$ cat config.mk
export PLATFORM = sky130hd
export DESIGN_NAME = lcd_triplex_drv
export DESIGN_NICKNAME = d
export VERILOG_FILES = /design/src/rtl/lcd_triplex_pkg.sv /design/src/rtl/lcd_triplex_ctrl.sv /design/src/rtl/lcd_triplex_digit.sv /design/src/rtl/lcd_triplex_datapath.sv /design/src/rtl/lcd_triplex_drv.sv
export SDC_FILE = /design/constraint.sdc
export NUM_CORES = 1
export LEC_CHECK = 0
export BUFFER_PORTS_ARGS = -buffer_cell sky130_fd_sc_hd__buf_2
export CORE_UTILIZATION = 56
export CTS_BUF_LIST = sky130_fd_sc_hd__clkbuf_4
export CTS_CLUSTER_DIAMETER = 120
export DETAILED_ROUTE_END_ITERATION = 7
export PLACE_DENSITY = 0.82
export SYNTH_ARGS = -nofsm -noshare
export SYNTH_HDL_FRONTEND = slang
export SYNTH_SLANG_ARGS = --single-unit
$ cat constraint.sdc
create_clock -name clk -period 2.8 [get_ports clk]
set_input_delay 0.56 -clock clk [delete_from_list [all_inputs] [get_ports clk]]
set_output_delay 0.56 -clock clk [all_outputs]
set_load 0.005 [all_outputs]
$ cat src/rtl/lcd_triplex_pkg.sv
package lcd_triplex_pkg;
  localparam int NUM_DIGITS = 4;
  localparam int NUM_BP     = 3;
  localparam int LINES      = NUM_BP * NUM_DIGITS;
  localparam int LVL_W      = 2;
  localparam int SLOTS      = 2 * NUM_BP;

  localparam logic [LVL_W-1:0] LVL_LOW  = 2'b00;
  localparam logic [LVL_W-1:0] LVL_BIAS = 2'b01;
  localparam logic [LVL_W-1:0] LVL_HIGH = 2'b10;

  typedef struct packed {
    logic [1:0] activeBp;
    logic       negHalf;
  } slot_strobe_t;

  // segment vector bit order: [0]=A ... [6]=G
  function automatic logic [6:0] sevenSeg(input logic [3:0] code);
    logic [6:0] s;
    case (code)
      4'd0: s = 7'h3F;
      4'd1: s = 7'h06;
      4'd2: s = 7'h5B;
      4'd3: s = 7'h4F;
      4'd4: s = 7'h66;
      4'd5: s = 7'h6D;
      4'd6: s = 7'h7D;
      4'd7: s = 7'h07;
      4'd8: s = 7'h7F;
      4'd9: s = 7'h6F;
      default: s = 7'h00;
    endcase
    return s;
  endfunction
endpackage

$ cat src/rtl/lcd_triplex_ctrl.sv
module lcd_triplex_ctrl
  import lcd_triplex_pkg::*;
#(
  parameter int SLOT_CYCLES = 100
) (
  input  logic         clk,
  input  logic         rstN,
  output slot_strobe_t strobe
);
  localparam int CNT_W = (SLOT_CYCLES > 2) ? $clog2(SLOT_CYCLES) : 1;
  localparam logic [CNT_W-1:0] CNT_LAST = CNT_W'(SLOT_CYCLES - 1);
  localparam logic [2:0] SLOT_LAST = 3'(SLOTS - 1);
  localparam logic [2:0] HALF_SLOTS = 3'(NUM_BP);

  logic [CNT_W-1:0] cycleCnt;
  logic [2:0]       slotIdx;

  always_ff @(posedge clk or negedge rstN) begin
    if (!rstN) begin
      cycleCnt <= '0;
      slotIdx  <= '0;
    end else if (cycleCnt == CNT_LAST) begin
      cycleCnt <= '0;
      slotIdx  <= (slotIdx == SLOT_LAST) ? 3'd0 : slotIdx + 3'd1;
    end else begin
      cycleCnt <= cycleCnt + 1'b1;
    end
  end

  logic [2:0] bpWide;
  always_comb begin
    strobe.negHalf = (slotIdx >= HALF_SLOTS);
    bpWide         = strobe.negHalf ? (slotIdx - HALF_SLOTS) : slotIdx;
    strobe.activeBp = bpWide[1:0];
  end
endmodule

$ cat src/rtl/lcd_triplex_digit.sv
module lcd_triplex_digit
  import lcd_triplex_pkg::*;
(
  input  logic [3:0] code,
  input  logic       blank,
  output logic [6:0] segs
);
  always_comb begin
    if (blank) segs = 7'h00;
    else       segs = sevenSeg(code);
  end
endmodule

$ cat src/rtl/lcd_triplex_datapath.sv
module lcd_triplex_datapath
  import lcd_triplex_pkg::*;
(
  input  logic                        clk,
  input  logic                        rstN,
  input  slot_strobe_t                strobe,
  input  logic [4*NUM_DIGITS-1:0]     digits,
  input  logic [NUM_DIGITS-1:0]       dpEn,
  input  logic                        signOn,
  input  logic                        halfOn,
  input  logic                        lowBat,
  input  logic                        contOn,
  output logic [LVL_W*NUM_BP-1:0]     bpLvl,
  output logic [LVL_W*LINES-1:0]      segLvl,
  output logic [LVL_W-1:0]            annLvl
);
  logic [6:0]            digSegs [NUM_DIGITS];
  logic [NUM_DIGITS-1:0] blankDig;
  logic [NUM_DIGITS:1]   leadRun;
  logic [NUM_DIGITS-1:0] extraBit;
  logic [2:0]            lineSegs [LINES];

  assign leadRun[NUM_DIGITS] = ~halfOn;
  assign extraBit = {halfOn, signOn, lowBat, contOn};

  for (genvar k = 0; k < NUM_DIGITS; k++) begin : g_digit
    logic [3:0] code;
    assign code = digits[4*k +: 4];
    if (k == 0) begin : g_ls
      assign blankDig[k] = 1'b0;
    end else begin : g_hi
      assign leadRun[k]  = leadRun[k+1] & ((code == 4'd0) | (code > 4'd9));
      assign blankDig[k] = leadRun[k+1] & (code == 4'd0);
    end
    lcd_triplex_digit dec_i (
      .code (code),
      .blank(blankDig[k]),
      .segs (digSegs[k])
    );
    // bit 0 = backplane 1, bit 1 = backplane 2, bit 2 = backplane 3
    assign lineSegs[3*k]   = {extraBit[k], digSegs[k][2], digSegs[k][1]};
    assign lineSegs[3*k+1] = {digSegs[k][3], digSegs[k][6], digSegs[k][0]};
    assign lineSegs[3*k+2] = {dpEn[k], digSegs[k][4], digSegs[k][5]};
  end

  function automatic logic pickBp(input logic [2:0] trio, input logic [1:0] bp);
    logic v;
    case (bp)
      2'd0:    v = trio[0];
      2'd1:    v = trio[1];
      2'd2:    v = trio[2];
      default: v = 1'b0;
    endcase
    return v;
  endfunction

  logic [LVL_W-1:0] onRail, activeRail;
  logic [LVL_W*NUM_BP-1:0] bpNext;
  logic [LVL_W*LINES-1:0]  segNext;

  always_comb begin
    onRail     = strobe.negHalf ? LVL_HIGH : LVL_LOW;
    activeRail = strobe.negHalf ? LVL_LOW  : LVL_HIGH;
    for (int b = 0; b < NUM_BP; b++) begin
      bpNext[LVL_W*b +: LVL_W] = (strobe.activeBp == 2'(b)) ? activeRail : LVL_BIAS;
    end
    for (int i = 0; i < LINES; i++) begin
      segNext[LVL_W*i +: LVL_W] = pickBp(lineSegs[i], strobe.activeBp) ? onRail : LVL_BIAS;
    end
  end

  always_ff @(posedge clk or negedge rstN) begin
    if (!rstN) begin
      bpLvl  <= {NUM_BP{LVL_BIAS}};
      segLvl <= {LINES{LVL_BIAS}};
      annLvl <= LVL_BIAS;
    end else begin
      bpLvl  <= bpNext;
      segLvl <= segNext;
      annLvl <= onRail;
    end
  end
endmodule

$ cat src/rtl/lcd_triplex_drv.sv
module lcd_triplex_drv
  import lcd_triplex_pkg::*;
#(
  parameter int SLOT_CYCLES = 100
) (
  input  logic        clk,
  input  logic        rstN,
  input  logic [15:0] digits,
  input  logic [3:0]  dpEn,
  input  logic        signOn,
  input  logic        halfOn,
  input  logic        lowBat,
  input  logic        contOn,
  output logic [5:0]  bpLvl,
  output logic [23:0] segLvl,
  output logic [1:0]  annLvl
);
  slot_strobe_t strobe;

  lcd_triplex_ctrl #(.SLOT_CYCLES(SLOT_CYCLES)) ctrl_i (
    .clk   (clk),
    .rstN  (rstN),
    .strobe(strobe)
  );

  lcd_triplex_datapath dp_i (
    .clk   (clk),
    .rstN  (rstN),
    .strobe(strobe),
    .digits(digits),
    .dpEn  (dpEn),
    .signOn(signOn),
    .halfOn(halfOn),
    .lowBat(lowBat),
    .contOn(contOn),
    .bpLvl (bpLvl),
    .segLvl(segLvl),
    .annLvl(annLvl)
  );
endmodule

# Word level (Yosys, flattened, before mapping)
# Memories as Yosys holds them, arrays and structs flattened.
# Index checks and enable logic that the tools add are counted.
[classes]
n_eq_ne = 4
order_cmp = 3
mux = 35
add_sub_neg = 3
bitwise_logic = 8
reduce_logical = 4
[ops]
columns = ["cell", "count"]
rows = [
  ["$mux W2", 18],
  ["$pmux W1 S3", 12],
  ["$mux W7", 4],
  ["$logic_not A4 Y1", 3],
  ["$gt A4 B4 Y1 const B", 2],
  ["$add A7 B1 Y7 const B", 1],
  ["$eq A7 B7 Y1 const B", 1],
  ["$and A1 B1 Y1", 5],
  ["$add A3 B1 Y3 const B", 1],
  ["$eq A3 B3 Y1 const B", 1],
  ["$ge A3 B2 Y1 const B", 1],
  ["$mux W3", 1],
  ["$eq A2 B1 Y1 const B", 1],
  ["$eq A2 B2 Y1 const B", 1],
  ["$logic_not A2 Y1", 1],
  ["$or A1 B1 Y1", 2],
  ["$sub A2 B2 Y2 const B", 1],
  ["$not A1 Y1", 1],
]
[totals]
in_bits = 26
elab_cells = 66
reg_bits = 42
mem_count = 4
mem_bits_ro = 448
[memory_table]
columns = ["name", "depth", "word_bits", "rd", "rd_ports_with_merged_regs", "wr", "line", "rtl"]
rows = [
  ["(no name shown)", 16, 7, 1, 0, 0, "lcd_triplex_pkg.sv:20", "case (code)"],
  ["(no name shown)", 16, 7, 1, 0, 0, "lcd_triplex_pkg.sv:20", ""],
  ["(no name shown)", 16, 7, 1, 0, 0, "lcd_triplex_pkg.sv:20", ""],
  ["(no name shown)", 16, 7, 1, 0, 0, "lcd_triplex_pkg.sv:20", ""],
]

# Logic depth before layout (Yosys ltp)
# Gate-level depths: netlist of run 1.
[logic_depth]
word_depth = 8
ltp_mapped = 10

# Modules after synthesis
# From an unflattened synthesis of run 1, not the netlist that was laid out.
[unflattened]
cells_unflattened = 288
hier_area_um2 = 2807.7
[modules_own_cells]
columns = ["mod", "cells_each", "instances", "seq_area_each_um2", "area_per_inst_um2"]
rows = [
  ["lcd_triplex_datapath", 115, 1, 820.8, 1345.0],
  ["lcd_triplex_digit", 31, 4, 0.0, 230.2],
  ["lcd_triplex_ctrl", 49, 1, 250.2, 541.8],
]

# Worst setup path before layout of run 1
# Ideal clock, no wire load.
[synth_timing]
path_kind = "flip-flop to flip-flop"
start = "register ctrl_i.slotIdx[1]"
end = "register dp_i.segLvl[12]"
required_ns = 2.723
n_path_buf = 2
slack_ns = 0.453
arrival_ns = 2.270
period_less_slack_ns = 2.347
stages_incl_launch_ff = 9
path_cell_list = "dfrtp_1 > ha_1 > ha_1 > or3_1 > buf_6 > and2_4 > clkbuf_2 > or4_1 > a21o_1"
[synth_between]
elab_chain_cells = 5
elab_cells_between_ends = 8
cone_classes = "add/sub: 1; order compare: 1; eq/ne: 2; mux: 3; reduce/logical: 1"
[synth_rtl]
columns = ["element", "line", "rtl"]
rows = [
  ["start: declaration", "lcd_triplex_ctrl.sv:16", "logic [2:0] slotIdx;"],
  ["start signal: assignment", "lcd_triplex_ctrl.sv:24", "slotIdx <= (slotIdx == SLOT_LAST) ? 3'd0 : slotIdx + 3'd1;"],
  ["$ge A3 B2 Y1 / $sub A2 B2 Y2 (equally long branches)", "lcd_triplex_ctrl.sv:32, lcd_triplex_ctrl.sv:33", ""],
  ["$mux W2 (*)", "lcd_triplex_ctrl.sv:33", "bpWide = strobe.negHalf ? (slotIdx - HALF_SLOTS) : slotIdx;"],
  ["$eq A2 B2 Y1, or another cell as far along", "lcd_triplex_datapath.sv:48", "case (bp)"],
  ["$pmux W1 S3 (*)", "lcd_triplex_datapath.sv:48", ""],
  ["$mux W2 (*)", "lcd_triplex_datapath.sv:68", "segNext[LVL_W*i +: LVL_W] = pickBp(lineSegs[i], strobe.activeBp) ? onRail : LVL_BIAS;"],
  ["named net dp_i.segNext[12]", "lcd_triplex_datapath.sv:59", "logic [LVL_W*LINES-1:0] segNext;"],
  ["end signal: assignment", "lcd_triplex_datapath.sv:75", "segLvl <= {LINES{LVL_BIAS}};"],
  ["end signal: assignment", "lcd_triplex_datapath.sv:79", "segLvl <= segNext;"],
  ["end: declaration", "lcd_triplex_datapath.sv:14", "output logic [LVL_W*LINES-1:0] segLvl,"],
]
# The timed path passes the listed nets; every way through them passes the cells marked *.
# A chain may end at the register's enable or synchronous reset.

# Final worst setup path of run 1
[layout_timing]
start = "register ctrl_i.slotIdx[0]"
end = "register dp_i.segLvl[19]"
[layout_between]
elab_chain_cells = 5
elab_cells_between_ends = 9
cone_classes = "add/sub: 1; order compare: 1; eq/ne: 2; mux: 4; reduce/logical: 1"
[layout_rtl]
columns = ["element", "line"]
rows = [
  ["$ge A3 B2 Y1 / $sub A2 B2 Y2 (equally long branches)", "lcd_triplex_ctrl.sv:32, lcd_triplex_ctrl.sv:33"],
  ["$mux W2", "lcd_triplex_ctrl.sv:33"],
  ["$eq A2 B2 Y1, or another cell as far along", "lcd_triplex_datapath.sv:48"],
  ["$pmux W1 S3", "lcd_triplex_datapath.sv:48"],
  ["$mux W2 (*)", "lcd_triplex_datapath.sv:68"],
  ["named net dp_i.segNext[19]", "lcd_triplex_datapath.sv:59"],
]
# Marked as above.

==> metrics.csv, run 1 <==
stage,metric,value,unit
timing,"Hold Vio Cnt, Final",0,
routing,Final ANT Viol Nets,0,
pwr,Pwr Density,367,mW/mm^2
finish,ratio of cells with drive above 1 in the final layout,0.291,
setup_path,worst-path cell chain,ha_1 -> ha_1 -> or4b_4 -> nand2_2 -> mux2_2 -> a32oi_1 -> nor2_1,
floorplanning,io pins,58,
timing,period utilisation layout,0.956,
placement,post-DP HPWL,4550,um
clock_network,clk sink count,42,
global_routing,number of global-route vias before repair,2023,
logic_synthesis,top post-synthesis cells by area,"dfrtp_1 (25%), dfstp_2 (16%), ha_1 (14%)",
floorplanning,Die Area,0.00494,mm^2
setup_path,CP arrival,2900,ps
setup_path,CP required,3020,ps
timing,fin. max-slew vios,0,
pwr,Int Power,0.800,mW
logic_synthesis,Netlist cell types,61,
logic_synthesis,"Net Count, Synth",326,
routing,"wirelength, routed",5940,um
clock_network,postcts setup bufs,0,
setup_path,crit-path most repeated cell,ha_1,
timing,Slew @ Worst Pin,894,ps
logic_synthesis,synthesized area per cell,9.68,um^2
timing,unrepaired setup endpoints after global routing,false,
global_routing,largest net degree at the start of global routing,43,
pwr,Flop pwr share,0.585,
logic_synthesis,"Seq/Total Area, Yosys",0.410,
routing,Vias,2211,
routing,DRC,0,
clock_network,CTS tree,yes,
flow_run,Max Cap Viol,0,
finish,most frequent cells in the layout,"buf_2 (57), ha_1 (30), nor2_1 (28)",
setup_path,Worst Setup Start Kind,flip-flop,
timing,Worst slew margin,0.404,
clock_network,H-tree Lvls,2,
finish,"commonest non-fill, non-tap cell in the layout",buf_2,
timing,clk_skew,8.64,ps
floorplanning,initial core utilization,0.592,
logic_synthesis,number of flops mapped to enable cells by yosys,0,
timing,f_max,0.373,GHz
timing,"Worst Setup Slack, final",123,ps
routing,wire length per cell,15.7,um
floorplanning,die width,70.3,um
clock_network,Longest Clk Path Bufs,2,
placement,worst slack at placement,141,ps
setup_path,CP Max Fanout,12,
routing,starting DRC count in detailed routing,179,
setup_path,Crit Path Class,flip-flop to flip-flop,
finish,# diodes,0,
timing,endpoints failing setup,0,
setup_path,slowest CP cell,or4b_4,
global_routing,number of antenna violations at the first check in global routing,0,
min_path,min-delay worst type,input pin to async pin,
global_routing,global-route wire length before repair,9600,um
clock_network,Root Buffer,clkbuf_4,
placement,area post-placement,0.00292,mm^2
global_routing,gr usage total,0.249,
placement,# port buffers,57,
setup_path,Crit. End Element,flip-flop,
timing,minimum clock period,2680,ps
outcome,status,"complete, no violations",
timing,Final TNS setup,0,ps
finish,nets,381,
logic_synthesis,Synth area leader,dfrtp_1,
clock_network,CTS buffer count,5,
logic_synthesis,Syn Inst Count,270,
placement,gpl congestion,0.935,
logic_synthesis,post-synthesis async set-or-reset flop share,1.00,
floorplanning,placeable core area,0.00441,mm^2
logic_synthesis,"FF+latch count, synth",42,
logic_synthesis,post-synth top area share,0.249,
clock_network,clock latency on the worst-skew pair,330,ps
clock_network,Worst-path clk slew,120,ps
logic_synthesis,YS warnings,0,
setup_path,"Largest stage delay, worst path",590,ps
routing,via/cell ratio,5.85,
clock_network,# hold bufs at CTS,0,
floorplanning,# rows,24,
finish,Layout area overhead,14.0,%
global_routing,GRT overflow,0,
pwr,sw frac,0.269,
pwr,Net Switching,0.294,mW
logic_synthesis,Synth Cell Area,0.00261,mm^2
pwr,Combinational Power Share,0.159,
pwr,Max VDD drop,0.165,mV
finish,final core utilization,0.675,
routing,DR pass1 iterations,4,
pwr,clock network power share,0.257,
pwr,leak pwr,1.47,nW
timing,worst hold slack,333,ps
floorplanning,Die Ht,70.3,um
finish,post-route cell area,0.00298,mm^2
logic_synthesis,main flop type after synthesis,dfrtp_1,
[path summary, 6_finish.rpt]
path,startpoint,endpoint,slack [ps],cells after the start
setup / recovery,ctrl_i.slotIdx[0]$_DFFE_PN0N_,dp_i.segLvl[19]$_DFF_PN0_,120,7
hold / removal,rstN,dp_i.bpLvl[5]$_DFF_PN0_,330,1
setup reg to reg,ctrl_i.slotIdx[0]$_DFFE_PN0N_,dp_i.segLvl[19]$_DFF_PN0_,120,7
hold reg to reg,ctrl_i.cycleCnt[0]$_DFF_PN0_,ctrl_i.cycleCnt[0]$_DFF_PN0_,520,1
max in group asynchronous,rstN,ctrl_i.slotIdx[0]$_DFFE_PN0N_,1870,1
min in group clk,contOn,dp_i.segLvl[0]$_DFF_PN1_,390,2
[logic make-up after synthesis]
group / Yosys count / synth area share
and+or+nand+nor: 94 / 0.192
xor gates and xnor gates: 3 / 0.0101
buffers and inverters: 32 / 0.0531
other: 1 / 0.00143
muxes: 6 / 0.0287
adders and majority gates: 30 / 0.144
AOI/OAI and AO/OA: 62 / 0.161
DFF: 42 / 0.410
[layer usage]
layer  part of all wire  GRT usage  vias up
met2               0.45      0.384       96
met4              0.028      0.109        0
li1                   -          -     1064
met3              0.053     0.0375       16
met1               0.47      0.346     1035
met5                  0          0        -
[what timing repair did]
item,in CTS,in global routing
resized for setup,0,1
endpoints found under the setup margin,0,1
endpoints found under the hold margin,0,0
[critical path, delay by kind of cell (launching register included)]
family                   cells  cell delay, ps
AO/OA/AOI/OAI                1             290
adder cells (fa/ha/maj)      2             530
flip-flops                   1             500
multiplexers                 1             370
AND/OR/NAND/NOR              3             880
[layout make-up]
type	instances	area [um^2]
inverters	21	83.8
well taps	52	65.1
repair buffers	59	300
clock inverters	3	16.3
multi-input cells	196	1400
fillers	367	1440
flip-flops and latches	42	1070
clock buffers	5	37.5
[per-stage QoR]
stage,power [mW],instances
after floorplan,0.744,270
after global placement,0.818,370
after detailed placement,0.822,370
after CTS,1.10,378
after global routing,1.15,378
final,1.09,378
[power by group through the flow]
stage	clock network (mW)	registers (mW)	logic, mW
final	0.281	0.639	0.173
after global routing	0.313	0.641	0.194
after CTS	0.287	0.640	0.172
after detailed placement	0	0.651	0.171
after global placement	0	0.650	0.168
after floorplan	0	0.654	0.0905
[synth_stat cells, types with 4 or more instances]
library cell  number
o21ai_0            9
nor3_1             8
ha_1              30
nand2_1           19
a32oi_1            4
dfstp_2           16
dfrtp_1           26
clkbuf_1           7
a21oi_1           18
nand3_1            6
nand2b_1           4
inv_1             20
nor2_1            28
[flip-flops by register name (all words and copies together) (netlist names)]
name / count
ctrl_i.cycleCnt: 7
ctrl_i.slotIdx: 3
dp_i.annLvl: 2
dp_i.segLvl: 24
dp_i.bpLvl: 6
Note: power is estimated with default switching activity, not from simulation.
==> run 2: changes to the inputs <==
Settings changed: CORE_UTILIZATION 56 to 54, CTS_BUF_LIST sky130_fd_sc_hd__clkbuf_4 to unset, PLACE_DENSITY 0.82 to 0.8.
==> run 2 against run 1 <==
Against the previous run: first-iteration DRC count decreased by 23%; setup slack better by 54 ps; sequential power is essentially flat; non-clock buffer count unchanged; combinational power about the same; sequential share of layout area is 0.69 points lower; via count fell by 2.9%; power grew 17%; clock power rose by 65%.
==> metrics.csv, run 2 (synthesis results as in run 1) <==
stage,metric,value,unit,change
clock_network,Root Buffer,clkbuf_8,,
clock_network,Longest Clk Path Bufs,2,,unchanged
finish,# diodes,0,,unchanged
floorplanning,placeable core area,0.00450,mm^2,+2.0%
clock_network,# resized after CTS,0,,unchanged
clock_network,clk sink count,42,,unchanged
routing,Final ANT Viol Nets,0,,unchanged
global_routing,GRT busiest layer,met2,,
timing,Slew @ Worst Pin,875,ps,-18.9 ps
clock_network,CTS tree,yes,,
pwr,leak pwr,1.49,nW,+1.7%
clock_network,CTS buffer count,5,,unchanged
clock_network,postcts setup bufs,0,,unchanged
global_routing,met1 layer usage reported by global route,0.352,,+0.00645
global_routing,largest net degree at the start of global routing,43,,unchanged
timing,f_max,0.381,GHz,+2.1%
pwr,Int Power,0.972,mW,+22%
floorplanning,Die Ht,71.6,um,+1.8%
finish,final core utilization,0.674,,-0.00128
finish,Final Non-Filler Cells,378,,unchanged
flow_run,Max Cap Viol,0,,unchanged
timing,period utilisation layout,0.937,,-0.0195
routing,wire length per cell,15.2,um,-3.6%
setup_path,Crit Path Class,flip-flop to flip-flop,,
placement,post-DP HPWL,4340,um,-4.6%
setup_path,CP arrival,2800,ps,-100 ps
pwr,Combinational Power Share,0.135,,-0.024
timing,Worst slew margin,0.417,,+0.0126
pwr,sw frac,0.239,,-0.0296
global_routing,gr usage total,0.244,,-0.00474
routing,Vias,2147,,-2.9%
finish,most frequent cells in the layout,"buf_2 (57), ha_1 (30), nor2_1 (28)",,
outcome,status,"complete, no violations",,
global_routing,Global Route met2 Usage,0.378,,-0.00635
timing,"Hold Vio Cnt, Final",0,,unchanged
global_routing,global-route wire length before repair,9630,um,+0.29%
pwr,Pwr Density,421,mW/mm^2,+15%
floorplanning,io pins,58,,unchanged
pwr,Net Switching,0.305,mW,+3.9%
clock_network,# hold bufs at CTS,0,,unchanged
global_routing,M3 GR Usage,0.0309,,-0.00658
timing,minimum clock period,2620,ps,-54.5 ps
pwr,Max VDD drop,0.248,mV,+50%
routing,"wirelength, routed",5730,um,-3.6%
floorplanning,# rows,24,,unchanged
timing,Final TNS setup,0,ps,unchanged
global_routing,number of global-route vias before repair,1997,,-1.3%
setup_path,CP Max Fanout,12,,unchanged
finish,number of flip-flops in the largest register,24,,unchanged
pwr,Flop pwr share,0.501,,-0.084
floorplanning,die width,71.6,um,+1.8%
floorplanning,initial core utilization,0.580,,-0.0118
floorplanning,Die Area,0.00512,mm^2,+3.6%
timing,clk_skew,5.35,ps,-3.29 ps
placement,# port buffers,57,,unchanged
routing,starting DRC count in detailed routing,137,,-23%
pwr,clock network power share,0.364,,+0.107
setup_path,Worst Setup Start Kind,flip-flop,,
min_path,min-delay worst type,input pin to async pin,,
finish,ratio of cells with drive above 1 in the final layout,0.288,,-0.00307
finish,Top reg by flops,dp_i.segLvl,,
finish,Layout area overhead,16.1,%,
timing,unrepaired setup endpoints after global routing,false,,
setup_path,CP required,2980,ps,-40 ps
global_routing,number of antenna violations at the first check in global routing,0,,unchanged
routing,via/cell ratio,5.68,,-2.9%
global_routing,GRT overflow,0,,unchanged
timing,fin. max-slew vios,0,,unchanged
routing,DRC,0,,unchanged
routing,DR pass1 iterations,4,,unchanged
setup_path,Crit. End Element,flip-flop,,
placement,gpl congestion,0.888,,-5.1%
finish,"commonest non-fill, non-tap cell in the layout",buf_2,,
finish,nets,381,,unchanged
finish,biggest regs,"dp_i.segLvl: 24 flops, ctrl_i.cycleCnt: 7 flops, dp_i.bpLvl: 6 flops",,
clock_network,H-tree Lvls,2,,unchanged
timing,endpoints failing setup,0,,unchanged
clock_network,Worst-path clk slew,80,ps,-40 ps
placement,cell count after placement,370,,unchanged
clock_network,clock latency on the worst-skew pair,290,ps,-40 ps
-- run 2: worst paths after layout --
path,end,cells past startpoint,slack [ps],from
max in group asynchronous,dp_i.annLvl[1]$_DFF_PN0_,1,1870,rstN
setup reg to reg,dp_i.segLvl[19]$_DFF_PN0_,7,180,ctrl_i.slotIdx[0]$_DFFE_PN0N_
setup / recovery,dp_i.segLvl[19]$_DFF_PN0_,7,180,ctrl_i.slotIdx[0]$_DFFE_PN0N_
hold reg to reg,ctrl_i.cycleCnt[0]$_DFF_PN0_,1,500,ctrl_i.cycleCnt[0]$_DFF_PN0_
min in group clk,dp_i.segLvl[0]$_DFF_PN1_,2,430,contOn
hold / removal,ctrl_i.cycleCnt[4]$_DFF_PN0_,1,380,rstN
-- run 2: metrics by stage --
stage	worst slack [ps]	instance area [um^2]	hold WS, ps	total power, mW
after detailed placement	219	2920	485	0.820
final	177	3030	382	1.28
after CTS	205	3030	410	1.28
after floorplan	453	2610	264	0.744
after global routing	64.2	3030	432	1.34
after global placement	313	2920	468	0.817
-- run 2: area by class of cell --
class / instances / area [um^2]
clock buffer: 6 / 72.6
tap: 52 / 65.1
timing repair buffer: 59 / 300
sequential: 42 / 1070
inverter: 21 / 83.8
clock inverter: 2 / 37.5
fill: 375 / 1470
multi-input combinational: 196 / 1400
-- run 2: routing by layer --
layer	share of wire	routed length, um
met4	0.021	119
met5	0	0
met1	0.47	2680
met3	0.063	361
met2	0.45	2570
-- run 2: power by group through the flow --
stage               logic (mW)  registers, mW  clock network, mW
finish                   0.172          0.640              0.465
global route             0.194          0.642              0.502
CTS                      0.171          0.641              0.471
detailed placement       0.169          0.651                  0
global placement         0.166          0.651                  0
floorplan               0.0905          0.654                  0
-- run 2: worst max-delay path, stage by stage (launching register included) --
cell	delay (ps)
dfrtp_1	490
ha_1	250
ha_1	280
or4b_4	600
nand2_2	200
mux2_2	360
a32oi_1	260
nor2_1	60
==> run 3: changes to the inputs <==
Settings changed: CAP_MARGIN set to 0, CORE_MARGIN set to 1.5.
==> run 3 against run 2 <==
Against the previous run: first-iteration DRC count down 28%; utilization shrank 3.1 points; sequential share of layout area grew 0.23 points.
==> metrics.csv, run 3 (synthesis results as in run 1) <==
stage,metric,value,unit,change
routing,Vias,2144,,-0.14%
timing,unrepaired setup endpoints after global routing,false,,
clock_network,clk sink count,42,,unchanged
timing,endpoints failing setup,0,,unchanged
clock_network,H-tree Lvls,2,,unchanged
finish,most frequent cells in the layout,"buf_2 (57), ha_1 (30), nor2_1 (28)",,
clock_network,clock latency on the worst-skew pair,280,ps,about the same
global_routing,number of global-route vias before repair,1980,,-0.85%
floorplanning,placeable core area,0.00469,mm^2,+4.2%
clock_network,postcts setup bufs,0,,unchanged
clock_network,# hold bufs at CTS,0,,unchanged
pwr,Total Power,1.16,mW,-8.9%
setup_path,Crit. End Element,flip-flop,,
finish,biggest regs,"dp_i.segLvl: 24 flops, ctrl_i.cycleCnt: 7 flops, dp_i.bpLvl: 6 flops",,
clock_network,Longest Clk Path Bufs,2,,unchanged
finish,"commonest non-fill, non-tap cell in the layout",buf_2,,
global_routing,number of antenna violations at the first check in global routing,0,,unchanged
pwr,Pwr Density,386,mW/mm^2,-8.3%
timing,clk_skew,8.56,ps,+3.21 ps
clock_network,# resized after CTS,0,,unchanged
floorplanning,initial core utilization,0.557,,-0.0232
finish,Layout area overhead,15.3,%,
finish,Reg area,0.00107,mm^2,unchanged
pwr,leak pwr,1.48,nW,-0.35%
min_path,min-delay worst type,input pin to async pin,,
timing,minimum clock period,2530,ps,-89.1 ps
routing,wire length per cell,14.6,um,-3.5%
timing,Worst slew margin,0.420,,+0.00357
clock_network,CTS tree,yes,,
global_routing,global-route wire length before repair,9040,um,-6.2%
flow_run,Max Cap Viol,0,,unchanged
setup_path,"Largest stage delay, worst path",590,ps,about the same
placement,# port buffers,57,,unchanged
setup_path,worst-path cell chain,inv_1 -> ha_1 -> or4b_4 -> nand2_2 -> mux2_2 -> a32oi_1 -> nor2_1,,
routing,via/cell ratio,5.63,,-0.93%
finish,# diodes,0,,unchanged
clock_network,CTS buffer count,5,,unchanged
pwr,Max VDD drop,0.186,mV,-25%
timing,"Hold Vio Cnt, Final",0,,unchanged
routing,DR pass1 iterations,4,,unchanged
placement,cell count after placement,373,,+0.81%
floorplanning,die width,72.6,um,+1.4%
clock_network,Worst-path clk slew,70,ps,about the same
setup_path,CP arrival,2700,ps,-100 ps
routing,starting DRC count in detailed routing,98,,-28%
placement,gpl congestion,0.873,,-1.6%
setup_path,slowest CP cell,or4b_4,,
finish,Top reg by flops,dp_i.segLvl,,
setup_path,CP required,2960,ps,-20 ps
floorplanning,Die Ht,72.6,um,+1.4%
timing,Slew @ Worst Pin,869,ps,-5.35 ps
placement,post-DP HPWL,4340,um,-0.19%
timing,Final TNS setup,0,ps,unchanged
finish,Multi-input gate area,0.00140,mm^2,unchanged
routing,"wirelength, routed",5570,um,-2.8%
finish,ratio of cells with drive above 1 in the final layout,0.284,,-0.00394
finish,nets,382,,+0.26%
routing,Final ANT Viol Nets,0,,unchanged
setup_path,Crit Path Class,flip-flop to flip-flop,,
outcome,status,"complete, no violations",,
timing,fin. max-slew vios,0,,unchanged
timing,f_max,0.395,GHz,+3.5%
global_routing,largest net degree at the start of global routing,43,,unchanged
floorplanning,io pins,58,,unchanged
floorplanning,# rows,25,,+4.2%
global_routing,gr usage total,0.221,,-0.0235
finish,number of flip-flops in the largest register,24,,unchanged
floorplanning,Die Area,0.00527,mm^2,+2.8%
setup_path,R2R setup slack,270,ps,+90 ps
routing,DRC,0,,unchanged
finish,Final Non-Filler Cells,381,,+0.79%
global_routing,GRT overflow,0,,unchanged
clock_network,Root Buffer,clkbuf_8,,
setup_path,CP Max Fanout,12,,unchanged
finish,fill count,395,,+5.3%
setup_path,Worst Setup Start Kind,flip-flop,,
timing,period utilisation layout,0.905,,-0.0318
[run 3: changes by cell type in the layout (fill, tap and decap cells not counted)]
cell | previous run | this run
bufinv_16 | 1 | 0
clkbuf_1 | 1 | 3
buf_4 | 2 | 3
clkinvlp_4 | 1 | 0
[run 3: cell type report]
cell class / count / area share
clock buffer: 8 / 0.0266
inverter: 21 / 0.0278
multi-input combinational: 196 / 0.466
sequential: 42 / 0.355
tap: 54 / 0.0224
timing repair buffer: 60 / 0.102
[run 3: final timing paths]
kind                            cells past startpoint                           end                          start
worst max-delay path                                7     dp_i.segLvl[19]$_DFF_PN0_  ctrl_i.slotIdx[2]$_DFFE_PN0N_
worst min-delay path                                1  ctrl_i.cycleCnt[6]$_DFF_PN0_                           rstN
worst max register to register                      7     dp_i.segLvl[19]$_DFF_PN0_  ctrl_i.slotIdx[2]$_DFFE_PN0N_
worst min register to register                      1  ctrl_i.cycleCnt[0]$_DFF_PN0_   ctrl_i.cycleCnt[0]$_DFF_PN0_
max in group asynchronous                           1      dp_i.segLvl[5]$_DFF_PN0_                           rstN
min in group clk                                    2      dp_i.segLvl[4]$_DFF_PN1_                        dpEn[0]
[run 3: power by group]
| part | internal [mW] | total (mW) | switching [mW] |
|---|---|---|---|
| registers | 0.636 | 0.639 | 0.00346 |
| logic | 0.0711 | 0.171 | 0.0998 |
| clock network | 0.177 | 0.354 | 0.177 |
[run 3: critical path, delay by kind of cell (launching register included)]
kind / cells / cell delay, ps
flip-flops: 1 / 540
buffers and inverters: 1 / 100
adder cells (fa/ha/maj): 1 / 300
AO/OA/AOI/OAI: 1 / 250
multiplexers: 1 / 350
AND/OR/NAND/NOR: 3 / 860
[run 3: stage by stage]
stage               hold slack (ps)  worst slack (ps)  utilization  area [um^2]
detailed placement              481               295        0.625         2930
global route                    444              80.8        0.642         3010
global placement                470               386        0.625         2930
CTS                             409               275        0.642         3010
finish                          391               266        0.642         3010
floorplan                       264               453            -         2610
[run 3: routing by layer]
metal | vias up | GRT usage | wire (um)
met4 | 0 | 0.0587 | 65
met2 | 71 | 0.363 | 2730
met1 | 1011 | 0.298 | 2440
met3 | 6 | 0.0442 | 333
li1 | 1056 | - | -
met5 | - | 0 | 0
